### src/rtl/lowload_burst_pkg.sv
package lowload_burst_pkg;

  typedef enum logic [1:0] {
    ST_NORMAL     = 2'd0,
    ST_BURST_IDLE = 2'd1,
    ST_BURST_RUN  = 2'd2
  } burst_state_e;

  // Next regime from the current one and the feedback flags; exit wins.
  function automatic burst_state_e regime_next(
    input burst_state_e cur,
    input logic         entry_fire,
    input logic         hi30,
    input logic         hi35,
    input logic         hi40
  );
    burst_state_e nxt;
    nxt = cur;
    case (cur)
      ST_NORMAL:     if (entry_fire) nxt = ST_BURST_IDLE;
      ST_BURST_IDLE: if (hi40) nxt = ST_NORMAL;
                     else if (hi35) nxt = ST_BURST_RUN;
      ST_BURST_RUN:  if (hi40) nxt = ST_NORMAL;
                     else if (!hi30) nxt = ST_BURST_IDLE;
      default:       nxt = ST_NORMAL;
    endcase
    return nxt;
  endfunction

  function automatic logic in_burst(input burst_state_e s);
    return (s == ST_BURST_IDLE) || (s == ST_BURST_RUN);
  endfunction

endpackage

### src/rtl/burst_entry_timer.sv
module burst_entry_timer #(
  parameter int unsigned ENTRY_TICKS = 20000
) (
  input  logic clk,
  input  logic rst,
  input  logic clear_i,
  input  logic fb_lo_i,
  input  logic tick_i,
  output logic expired_o
);
  localparam int unsigned CNT_W = $clog2(ENTRY_TICKS + 1);
  localparam logic [CNT_W-1:0] LIMIT = CNT_W'(ENTRY_TICKS);

  logic [CNT_W-1:0] cnt_q;
  logic             at_limit;

  function automatic logic [CNT_W-1:0] count_step(
    input logic [CNT_W-1:0] c,
    input logic             hold_zero,
    input logic             tk
  );
    if (hold_zero) return '0;
    if (tk && (c != LIMIT)) return c + 1'b1;
    return c;
  endfunction

  always_ff @(posedge clk) begin
    if (rst) cnt_q <= '0;
    else     cnt_q <= count_step(cnt_q, clear_i || !fb_lo_i, tick_i);
  end

  assign at_limit  = (cnt_q == LIMIT);
  assign expired_o = fb_lo_i && at_limit;

  AST_TMR_HOLD_ZERO: assert property (@(posedge clk) disable iff (rst)
    (!fb_lo_i || clear_i) |=> (cnt_q == '0));
  AST_TMR_NO_TICK_STABLE: assert property (@(posedge clk) disable iff (rst)
    (fb_lo_i && !clear_i && !tick_i) |=> $stable(cnt_q));
  AST_TMR_BOUND: assert property (@(posedge clk) disable iff (rst)
    cnt_q <= LIMIT);

endmodule

### src/rtl/burst_regime_fsm.sv
module burst_regime_fsm
  import lowload_burst_pkg::*;
(
  input  logic         clk,
  input  logic         rst,
  input  logic         uvlo_i,
  input  logic         entry_fire_i,
  input  logic         fb_hi30_i,
  input  logic         fb_hi35_i,
  input  logic         fb_hi40_i,
  output burst_state_e state_o
);
  burst_state_e state_q, state_d;

  always_comb begin
    if (uvlo_i) state_d = ST_NORMAL;
    else        state_d = regime_next(state_q, entry_fire_i,
                                      fb_hi30_i, fb_hi35_i, fb_hi40_i);
  end

  always_ff @(posedge clk) begin
    if (rst) state_q <= ST_NORMAL;
    else     state_q <= state_d;
  end

  assign state_o = state_q;

  AST_FSM_LEGAL: assert property (@(posedge clk) disable iff (rst)
    state_q != 2'd3);
  AST_FSM_ENTRY_ONLY_IDLE: assert property (@(posedge clk) disable iff (rst)
    (state_q == ST_NORMAL) |=> (state_q != ST_BURST_RUN));

endmodule

### src/rtl/lowload_burst_ctrl.sv
module lowload_burst_ctrl
  import lowload_burst_pkg::*;
#(
  parameter int unsigned ENTRY_TICKS = 20000
) (
  input  logic clk,
  input  logic rst,
  input  logic uvlo_i,
  input  logic tick_i,
  input  logic fb_lo_i,
  input  logic fb_hi30_i,
  input  logic fb_hi35_i,
  input  logic fb_hi40_i,
  output logic burst_o,
  output logic sw_en_o,
  output logic ilim_low_o,
  output logic ovp_mask_o
);
  burst_state_e state;
  logic         entry_fire;
  logic         timer_clear;

  assign timer_clear = uvlo_i || in_burst(state);

  burst_entry_timer #(.ENTRY_TICKS(ENTRY_TICKS)) u_timer (
    .clk       (clk),
    .rst       (rst),
    .clear_i   (timer_clear),
    .fb_lo_i   (fb_lo_i),
    .tick_i    (tick_i),
    .expired_o (entry_fire)
  );

  burst_regime_fsm u_fsm (
    .clk          (clk),
    .rst          (rst),
    .uvlo_i       (uvlo_i),
    .entry_fire_i (entry_fire),
    .fb_hi30_i    (fb_hi30_i),
    .fb_hi35_i    (fb_hi35_i),
    .fb_hi40_i    (fb_hi40_i),
    .state_o      (state)
  );

  assign burst_o    = in_burst(state);
  assign sw_en_o    = (state != ST_BURST_IDLE);
  assign ilim_low_o = in_burst(state);
  assign ovp_mask_o = in_burst(state);

  AST_ENTRY_NEEDS_TIMER: assert property (@(posedge clk) disable iff (rst)
    $rose(burst_o) |-> $past(entry_fire));
  AST_ENTRY_SWITCH_OFF: assert property (@(posedge clk) disable iff (rst)
    $rose(burst_o) |-> !sw_en_o);
  AST_WAKE_ON_HI35: assert property (@(posedge clk) disable iff (rst)
    (burst_o && !sw_en_o && fb_hi35_i && !fb_hi40_i && !uvlo_i) |=> (burst_o && sw_en_o));
  AST_SLEEP_BELOW_HI30: assert property (@(posedge clk) disable iff (rst)
    (burst_o && sw_en_o && !fb_hi30_i && !fb_hi40_i && !uvlo_i) |=> (burst_o && !sw_en_o));
  AST_ILIM_FOLLOWS: assert property (@(posedge clk) disable iff (rst)
    ilim_low_o == burst_o);
  AST_OVP_MASK_FOLLOWS: assert property (@(posedge clk) disable iff (rst)
    ovp_mask_o == burst_o);
  AST_EXIT_ON_HI40: assert property (@(posedge clk) disable iff (rst)
    (burst_o && fb_hi40_i) |=> (!burst_o && sw_en_o));
  AST_UVLO_FORCES_NORMAL: assert property (@(posedge clk) disable iff (rst)
    uvlo_i |=> (!burst_o && sw_en_o));
  AST_NORMAL_SWITCHING: assert property (@(posedge clk) disable iff (rst)
    !burst_o |-> sw_en_o);

endmodule

### config.mk
export PLATFORM = sky130hd
export DESIGN_NAME = lowload_burst_ctrl
export DESIGN_NICKNAME = d
export VERILOG_FILES = /design/src/rtl/lowload_burst_pkg.sv /design/src/rtl/burst_entry_timer.sv /design/src/rtl/burst_regime_fsm.sv /design/src/rtl/lowload_burst_ctrl.sv
export SDC_FILE = /design/constraint.sdc
export NUM_CORES = 1
export LEC_CHECK = 0
export ABC_AREA = 1
export CORE_ASPECT_RATIO = 0.75
export CORE_MARGIN = 2
export CORE_UTILIZATION = 55
export CTS_CLUSTER_SIZE = 8
export DETAILED_ROUTE_END_ITERATION = 8
export GPL_TIMING_DRIVEN = 0
export HOLD_SLACK_MARGIN = 0.1
export PLACE_DENSITY = 0.87
export SYNTH_ARGS = -nofsm -noshare
export SYNTH_HDL_FRONTEND = slang
export SYNTH_SLANG_ARGS = --single-unit
### constraint.sdc
create_clock -name clk -period 1.7 [get_ports clk]
set_input_delay 0.34 -clock clk [delete_from_list [all_inputs] [get_ports clk]]
set_output_delay 0.34 -clock clk [all_outputs]
set_load 0.1 [all_outputs]
==> impl_metrics.py <==
metrics = {
    "die": {
        "core_um2": 1960,
        "die_width_um": 55.9,
        "die_area_um2": 2400,
        "io_pins": 12,
        "die_y_um": 42.9,
        "start_util_pct": 56.6,
        "row_count": 14,
    },
    "logic_synthesis": {
        "syn_nets": 201,
        "syn_avg_cell_area_um2": 5.94,
        "synth_area_um2": 1110,
        "syn_inst": 187,
        "synth-seq-cells": 17,
        "synthDistinctLibCells": 18,
        "synth_seq_area_share_pct": 30.6,
        "yosys_warnings": 0,
    },
    "worst_hold_path": {
        "worstHoldPathType": "flop to flop",
    },
    "setup_path": {
        "arrival_ns": 1.30,
        "slowest_delay_ns": 0.35,
        "cp_cell_sequence": "inv_1 > ha_4 > buf_4",
        "critical_path_class": "flop to output port",
        "cp-start-kind": "flop",
        "cp_max_fo": 4,
        "crit_required_ns": 1.36,
        "crit_path_end_kind": "output port",
        "crit_slowest_cell": "dfxtp_2",
    },
    "clock_network": {
        "htreeDepth": 1,
        "cts_tree": "built",
        "root_buffer": "clkbuf_4",
        "numCtsBuffers": 3,
        "cts.path.max_buffers": 2,
        "clock-sinks": 17,
        "clkLatencyLatePin_ns": 0.30,
        "cts.clk_slew.worst_paths_ns": 0.11,
    },
    "sta": {
        "fin_crit_ns": 1.64,
        "slew_headroom_pct": 66.1,
        "hold_viol": 0,
        "tightest_slew_ns": 0.504,
        "drv_slew": 0,
        "clock.fmax_mhz": 609,
        "finalCritPeriodShare_pct": 96.6,
        "finClkSkew_ns": 0.00889,
        "finalSetupTns_ns": 0,
        "setup_viol": 0,
        "fin_ws_ns": 0.0584,
    },
    "run_status": {
        "status": "completed",
    },
    "placement": {
        "placed_area_um2": 1260,
        "pre_cts_slack_ns": -0.624,
        "dp_hpwl_um": 1830,
        "io_buffers": 11,
        "gp_congestion": 0.867,
    },
    "global_route": {
        "antenna_found_initial": 0,
        "grt.total_usage_pct": 22.0,
        "grt_max_degree": 11,
        "grt_pass1_vias": 987,
        "grt_overflow": 0,
        "grt_pass1_wl_um": 4110,
    },
    "cells_and_area": {
        "synthToLayoutAreaGrowth_pct": 26.9,
        "antennaDiodeCount": 0,
        "design_area_um2": 1410,
        "drive_gt1_share_pct": 18.2,
        "fin_util_pct": 71.9,
        "nets": 224,
        "n_fill_cell": 174,
    },
    "routing": {
        "wl_per_cell_um": 11.3,
        "drtIter0Drc": 44,
        "num_vias": 1179,
        "drt-total-wl_um": 2640,
        "drtAntennaViolNets": 0,
        "first_pass_iters": 4,
        "routed_via_density": 5.06,
        "drc": 0,
    },
    "power_and_ir_drop": {
        "p_leak_nw": 0.591,
        "powerDensity_nw_per_um2": 484,
        "ir_drop_mv": 0.595,
    },
    "flow_run": {
        "max_cap_viol_count": 0,
    },
}
## timing repair
action / CTS / global route
pin swaps: 0 / 6
setup endpoints to repair: 14 / 14
hold buffers: 0 / 0
gates resized for setup: 33 / 21
hold endpoints to repair: 0 / 0
cloned: 0 / 0
setup buffers: 0 / 7
## cell type report
| cell class | count | area [µm²] | share of cell area [%] |
|---|---|---|---|
| buffer | 4 | 33.8 | 2.40 |
| clock buffer | 4 | 26.3 | 1.86 |
| inverter | 26 | 104 | 7.36 |
| multi-input combinational | 140 | 678 | 48.1 |
| sequential | 17 | 348 | 24.7 |
| tap | 24 | 30.0 | 2.13 |
| timing repair buffer | 18 | 190 | 13.5 |
## power breakdown
part           internal (mW)  leakage [nW]  switching (mW)  total [mW]
registers              0.398         0.139         0.00174       0.400
logic                 0.0264         0.436          0.0298      0.0562
clock network         0.0915        0.0150           0.135       0.226
total                  0.516         0.591           0.166       0.682
## critical path: cells and delay by family, from the launching register on
family | cells | cell delay, ns
fa+ha+maj | 1 | 0.29
buf+inv | 2 | 0.36
flops | 1 | 0.35
## cells in the final DEF, fill, tap and decap left out, drive strengths merged
master          n
inv            25
clkdlybuf4s50   7
buf            14
o31ai           1
dfxtp          17
clkbuf          5
nor2           47
a21oi           5
clkinvlp        1
ha              6
o21ai           4
nand2          55
nor3            4
nand3          10
nand4           8
## synth_stat cells
library cell	instances	area (µm²)
buf_6	1	11.3
clkbuf_1	1	3.75
nand2_2	1	6.26
nand2_1	53	199
nor3_1	4	20.0
o21ai_0	4	20.0
inv_2	1	3.75
inv_1	25	93.8
nand2_4	1	11.3
o31ai_1	1	7.51
nand4_1	8	50.1
dfxtp_1	17	340
nor2_2	1	6.26
ha_1	6	75.1
buf_4	2	15.0
a21oi_1	5	25.0
nand3_1	10	50.1
nor2_1	46	173
## metal layers
| layer | wire, µm | vias to the layer above | track usage [%] |
|---|---|---|---|
| met1 | 1170 | 494 | 27.3 |
| li1 | - | 626 | - |
| met3 | 190 | 8 | 6.71 |
| met4 | 40 | 0 | 4.76 |
| met5 | 0 | - | 0 |
| met2 | 1230 | 51 | 38.1 |
## flip-flops by register name, indices dropped and copies added, names as in the netlist
name,cells
u_timer.cnt_q,15
u_fsm.state_o,2
## logic make-up after synthesis
logic type      synth area share, %
simple gates                   46.4
buf+inv                        11.5
flops                          30.6
compound gates                 4.73
fa+ha+maj                      6.76
## stage by stage
stage                     total power [mW]  cells  hold WS, ns
after global placement               0.455    222        0.516
after CTS                            0.680    226        0.552
after global routing                 0.708    233        0.590
after floorplan                      0.430    187        0.409
after detailed placement             0.457    222        0.527
final                                0.682    233        0.552
## worst paths after layout
kind              depth (start not counted)                end               from  slack [ns]
setup reg to reg                         13   u_timer.cnt_q[7]   u_timer.cnt_q[0]        0.09
setup / recovery                          3            burst_o   u_fsm.state_o[1]        0.06
hold / removal                            3  u_timer.cnt_q[14]  u_timer.cnt_q[14]        0.55
hold reg to reg                           3  u_timer.cnt_q[14]  u_timer.cnt_q[14]        0.55
No activity file was read; power rests on OpenSTA's default activity.
